$ cat src/rtl/dfp_pkg.sv
package dfp_pkg;
  parameter int unsigned MOD_CH      = 64;
  parameter int unsigned LANE_W      = 10;
  parameter int unsigned FRAME_WORDS = 7;
  parameter int unsigned NUM_MOD     = 2;

  localparam int unsigned WORD_W = LANE_W * NUM_MOD;
  localparam int unsigned SNAP_W = MOD_CH * NUM_MOD;
  localparam int unsigned SLOT_W = LANE_W * FRAME_WORDS;
  localparam int unsigned IDX_W  = $clog2(FRAME_WORDS);
endpackage

$ cat src/rtl/dfp_word_counter.sv
module dfp_word_counter #(
  parameter int unsigned N_WORDS = 7,
  parameter int unsigned IDX_W   = 3
) (
  input  logic             clk_i,
  input  logic             rst_ni,
  output logic [IDX_W-1:0] idx_o,
  output logic             first_o,
  output logic             last_o
);
  localparam logic [IDX_W-1:0] LAST_IDX = IDX_W'(N_WORDS - 1);

  logic [IDX_W-1:0] idx_q;

  always_ff @(posedge clk_i or negedge rst_ni) begin
    if (!rst_ni)              idx_q <= '0;
    else if (idx_q == LAST_IDX) idx_q <= '0;
    else                      idx_q <= idx_q + 1'b1;
  end

  assign idx_o   = idx_q;
  assign first_o = (idx_q == '0);
  assign last_o  = (idx_q == LAST_IDX);
endmodule

$ cat src/rtl/dfp_snap_stage.sv
module dfp_snap_stage #(
  parameter int unsigned SNAP_W = 128
) (
  input  logic              clk_i,
  input  logic              rst_ni,
  input  logic [SNAP_W-1:0] snap_i,
  input  logic              vld_i,
  input  logic              load_i,   // last word of frame
  output logic [SNAP_W-1:0] act_o
);
  logic [SNAP_W-1:0] hold_q, act_q;
  logic              pend_q;

  always_ff @(posedge clk_i or negedge rst_ni) begin
    if (!rst_ni) begin
      hold_q <= '0;
      act_q  <= '0;
      pend_q <= 1'b0;
    end else if (load_i) begin
      // a strobe on the last word bypasses the holding register
      pend_q <= 1'b0;
      if (vld_i)       act_q <= snap_i;
      else if (pend_q) act_q <= hold_q;
    end else if (vld_i) begin
      hold_q <= snap_i;
      pend_q <= 1'b1;
    end
  end

  assign act_o = act_q;
endmodule

$ cat src/rtl/dfp_lane_sel.sv
module dfp_lane_sel #(
  parameter int unsigned MOD_CH  = 64,
  parameter int unsigned LANE_W  = 10,
  parameter int unsigned N_WORDS = 7,
  parameter int unsigned IDX_W   = 3
) (
  input  logic [MOD_CH-1:0] mod_i,
  input  logic [IDX_W-1:0]  idx_i,
  output logic [LANE_W-1:0] lane_o
);
  localparam int unsigned SLOT_W = LANE_W * N_WORDS;
  localparam int unsigned PAD_W  = SLOT_W - MOD_CH;

  logic [SLOT_W-1:0] slots;

  generate
    if (PAD_W > 0) begin : g_pad
      assign slots = {{PAD_W{1'b0}}, mod_i};
    end else begin : g_nopad
      assign slots = mod_i[SLOT_W-1:0];
    end
  endgenerate

  assign lane_o = slots[idx_i*LANE_W +: LANE_W];
endmodule

$ cat src/rtl/disc_frame_packer.sv
module disc_frame_packer
  import dfp_pkg::*;
#(
  parameter int unsigned P_MOD_CH  = MOD_CH,
  parameter int unsigned P_LANE_W  = LANE_W,
  parameter int unsigned P_N_WORDS = FRAME_WORDS,
  parameter int unsigned P_NUM_MOD = NUM_MOD
) (
  input  logic                                clk_i,
  input  logic                                rst_ni,
  input  logic [P_MOD_CH*P_NUM_MOD-1:0]       snap_i,
  input  logic                                snap_vld_i,
  output logic [P_LANE_W*P_NUM_MOD-1:0]       word_o,
  output logic                                frame_o
);
  localparam int unsigned L_SNAP_W = P_MOD_CH * P_NUM_MOD;
  localparam int unsigned L_IDX_W  = $clog2(P_N_WORDS);

  logic [L_IDX_W-1:0]  idx_w;
  logic                first_w, last_w;
  logic [L_SNAP_W-1:0] act_w;

  dfp_word_counter #(
    .N_WORDS(P_N_WORDS),
    .IDX_W  (L_IDX_W)
  ) u_cnt (
    .clk_i  (clk_i),
    .rst_ni (rst_ni),
    .idx_o  (idx_w),
    .first_o(first_w),
    .last_o (last_w)
  );

  dfp_snap_stage #(
    .SNAP_W(L_SNAP_W)
  ) u_stage (
    .clk_i (clk_i),
    .rst_ni(rst_ni),
    .snap_i(snap_i),
    .vld_i (snap_vld_i),
    .load_i(last_w),
    .act_o (act_w)
  );

  for (genvar m = 0; m < P_NUM_MOD; m++) begin : g_lane
    dfp_lane_sel #(
      .MOD_CH (P_MOD_CH),
      .LANE_W (P_LANE_W),
      .N_WORDS(P_N_WORDS),
      .IDX_W  (L_IDX_W)
    ) u_sel (
      .mod_i (act_w[m*P_MOD_CH +: P_MOD_CH]),
      .idx_i (idx_w),
      .lane_o(word_o[m*P_LANE_W +: P_LANE_W])
    );
  end

  assign frame_o = first_w;
endmodule

$ cat config.mk
export PLATFORM = sky130hd
export DESIGN_NAME = disc_frame_packer
export DESIGN_NICKNAME = d
export VERILOG_FILES = /design/src/rtl/dfp_pkg.sv /design/src/rtl/dfp_word_counter.sv /design/src/rtl/dfp_snap_stage.sv /design/src/rtl/dfp_lane_sel.sv /design/src/rtl/disc_frame_packer.sv
export SDC_FILE = /design/constraint.sdc
export NUM_CORES = 1
export LEC_CHECK = 0
export BUFFER_PORTS_ARGS = -buffer_cell sky130_fd_sc_hd__buf_2
export CORE_MARGIN = 5
export CORE_UTILIZATION = 40
export DETAILED_ROUTE_END_ITERATION = 6
export HOLD_SLACK_MARGIN = 0.1
export MAX_ROUTING_LAYER = met4
export PLACE_DENSITY = 0.59
export SYNTH_ARGS = -nofsm -noshare
export SYNTH_HDL_FRONTEND = slang
export SYNTH_SLANG_ARGS = --single-unit
$ cat constraint.sdc
create_clock -name clk_i -period 4.1 [get_ports clk_i]
set_input_delay 0.615 -clock clk_i [delete_from_list [all_inputs] [get_ports clk_i]]
set_output_delay 0.615 -clock clk_i [all_outputs]
set_load 0.02 [all_outputs]
==> out/summary.md <==
* **status** completed
* **top fanout value on the critical path** 33
* **detailed router's first-iteration violation count** 254
* **Main synth FF type** sky130_fd_sc_hd__dfrtp_1
* **routed wirelength normalized by instance count** 20.6 µm
* **placement row count** 66
* **setup slack on the worst flop-to-flop path** 1.46 ns
* **# DRC** 0
* **part of the Yosys area used for sequential elements** 0.490
* **grt peak-use layer** met2
* **fmax** 306 MHz
* **hold-fix buffer count after cts** 0
* **skew final** 0.0154 ns
* **data arrival at the endpoint of the critical path** 2.66 ns
* **P&R area growth vs syn** 15.3%
* **Clock Pin Slew Worst Setup and Hold Paths** 0.06 ns
* **largest area contributor in the synthesized netlist** sky130_fd_sc_hd__dfrtp_1
* **number of instances in the synthesized netlist** 832
* **top-count cell post-synth** sky130_fd_sc_hd__dfrtp_1
* **startpoint of the most critical setup path** u_cnt.idx_o[1]
* **number of buffers added for setup after CTS** 0
* **per-cell via count in the routed design** 4.91
* **WL final** 29.7 mm
* **kind of end point of the critical path** output pin
* **Yosys warnings** 0
* **logic gate share of total power** 0.137
* **top cell type's share of synthesized area** 0.490
* **clock latency reported for the late side of the worst-skew pair** 0.55 ns
* **Overflow after GRT** 0
* **# H-tree levels** 1
* **global-route track usage on met1** 0.224
* **number of buffers inserted during clock tree synthesis** 29
* **class of the tightest hold or removal check** in -> async
* **total power divided by cell area** 436 mW/mm²
* **number of library cell types mapped by synthesis** 24
* **clock sink count** 260
* **pin slew with the least headroom to its limit** 1.05 ns
* **Final Critical Period** 3.27 ns
* **clock share of power** 0.418
* **Worst Path Required** 3.48 ns
* **number of top-level pins** 152
* **root buffer cell** sky130_fd_sc_hd__clkbuf_16
* **wire length of the first global-routing pass** 46.4 mm
* **Peak supply drop** 295 µV
* **synthesized area per cell** 16.0 µm²
* **Die Width** 192 µm
* **GPL Wtd Cong** 0.810
* **top cells by area, synth** sky130_fd_sc_hd__dfrtp_1, sky130_fd_sc_hd__mux2_4, sky130_fd_sc_hd__mux2_2, sky130_fd_sc_hd__mux2i_1, sky130_fd_sc_hd__buf_12
* **Final Setup Violations** 0
* **Max-slew headroom** 0.298
* **starting density of the core** 0.407
* **number of port buffers** 151
* **proportion of layout cells with a drive suffix above 1** 0.630
* **antenna violations before repair** 2
* **met2 GRT Util** 0.262
* **Max Cap Violations** 0
* **buffers from clock root to sink, at most** 3
* **Cell Area, Synth** 0.0133 mm²
* **WS Path Type** reg -> out
* **area of the placeable core** 0.0326 mm²
* **full die area** 0.0369 mm²
* **clock tree from TritonCTS** yes
* **final slew viol count** 0
* **leading post-synthesis cells by instance count** sky130_fd_sc_hd__dfrtp_1, sky130_fd_sc_hd__mux2_4, sky130_fd_sc_hd__mux2_2
* **Critical Path Sink** word_o[15]
* **die outline height** 192 µm
* **residual antenna-violating net count after detailed routing** 0
* **ratio of final minimum period to clock period** 0.798
* **Net Sw Frac** 0.233
* **TNS Setup** 0 ns
* **detailed-router iteration count before antenna repair** 4
* **Int Power** 5120 µW
* **Final nets** 1,105
* **number of vias after detailed routing** 7,067
* **RR Endpoint** u_stage.act_o[50]
* **Leak** 0.00688 µW
* **filler instances** 2,908
* **net count after synthesis** 963
* **fraction of registers with async set or reset after synthesis** 1.00
* **RSZ-0062 raised after global routing** false
* **share of power burned in registers** 0.446
* **non-filler instance count after layout** 1,440
* **Detailed Place HPWL** 19.3 mm
* **number of enable-type register cells in the synthesized netlist** 0
* **switching power** 1550 µW
* **startpoint of the worst register-to-register path** u_cnt.idx_o[1]
* **number of cells traversed by the worst register-to-register path** 4
* **global routing usage summed across all routing layers** 0.165
* **maximum number of pins on one net before global-route repair** 132
* **via count of the first global-routing pass** 7,835
* **met3 Resource Use GR** 0.0264
* **Final Hold Viols** 0
* **#FFs+latches synth** 260
* **kind of start point of the critical path** register
* **Resized cells post-CTS** 0
* **number of cells in the design after placement** 1,385
worst min path at each step:
stage	end	depth (start not counted)	slack, ns	startpoint
floorplan	u_cnt.idx_o[0]	0	0.32	rst_ni
global placement	u_stage.hold_q[114]	1	0.48	u_stage.hold_q[114]
detailed placement	u_stage.hold_q[67]	1	0.49	u_stage.hold_q[67]
CTS	u_stage.hold_q[49]	1	0.24	rst_ni
global route	u_stage.hold_q[48]	1	0.26	rst_ni
finish	u_stage.hold_q[49]	1	0.19	rst_ni
layout by cell type (no fill, tap or decap), types with 2 or more instances in the layout:
cell / instances
sky130_fd_sc_hd__clkinv_2: 3
sky130_fd_sc_hd__dfrtp_1: 259
sky130_fd_sc_hd__nand2_1: 16
sky130_fd_sc_hd__clkbuf_1: 7
sky130_fd_sc_hd__buf_2: 149
sky130_fd_sc_hd__clkbuf_16: 29
sky130_fd_sc_hd__buf_12: 7
sky130_fd_sc_hd__mux2_2: 188
sky130_fd_sc_hd__o21ai_0: 13
sky130_fd_sc_hd__buf_4: 10
sky130_fd_sc_hd__o22ai_1: 8
sky130_fd_sc_hd__nor2_1: 2
sky130_fd_sc_hd__clkbuf_8: 10
sky130_fd_sc_hd__a31oi_1: 9
sky130_fd_sc_hd__o22a_1: 12
sky130_fd_sc_hd__mux2i_1: 36
sky130_fd_sc_hd__bufinv_16: 4
sky130_fd_sc_hd__nand2b_1: 3
sky130_fd_sc_hd__mux2_4: 220
power by group through the flow:
stage / combinational (µW) / sequential [µW] / clock, µW
after CTS: 932 / 2970 / 2870
after detailed placement: 923 / 3020 / 0
after global placement: 916 / 3010 / 0
after floorplan: 667 / 2960 / 0
after global routing: 992 / 3000 / 2980
final: 912 / 2970 / 2790
cell families (layout without fill, tap and decap cells):
| group | Yosys count | in the layout | share of synthesized area |
|---|---|---|---|
| DFF | 260 | 260 | 0.490 |
| buffers and inverters | 58 | 223 | 0.0425 |
| muxes | 444 | 444 | 0.435 |
| AOI/OAI and AO/OA | 44 | 44 | 0.0218 |
| and+or+nand+nor | 26 | 26 | 0.0103 |
| other | 0 | 1 | 0 |
state kept, by name (all words and copies together) (netlist names):
name	flops
u_stage.pend_q	1
u_cnt.idx_o	3
u_stage.hold_q	128
u_stage.act_o	128
area by class of cell:
class | instances | area, µm² | share of cell area
antenna | 1 | 2.50 | 0.000163
timing repair buffer | 168 | 987 | 0.0645
clock inverter | 8 | 144 | 0.00940
sequential | 260 | 6510 | 0.425
clock buffer | 46 | 890 | 0.0581
inverter | 1 | 3.75 | 0.000245
tap | 442 | 553 | 0.0361
multi-input combinational | 514 | 6220 | 0.406
per-layer routing:
metal	vias to the layer above	routed length, µm
li1	3302	-
met2	130	13800
met4	0	695
met3	43	1110
met5	-	0
met1	3592	14000
critical path: stages, from the launching register on:
cell and delay, ns:
sky130_fd_sc_hd__dfrtp_2 0.92, sky130_fd_sc_hd__nand2b_1 0.61, sky130_fd_sc_hd__o22a_1 0.29, sky130_fd_sc_hd__o21ai_0 0.10, sky130_fd_sc_hd__buf_2 0.18
through the flow:
stage                     setup slack, ns  hold WS, ns  area, µm²  power [µW]  utilization
after floorplan                      2.02        0.319      13300        3630            -
after global placement               1.39        0.483      14300        3930        0.438
after CTS                           0.782        0.238      15300        6780        0.469
after global routing                0.653        0.264      15300        6970        0.469
final                               0.827        0.192      15300        6670        0.469
after detailed placement             1.40        0.490      14300        3940        0.438
Power figures use the tool's default switching activity.
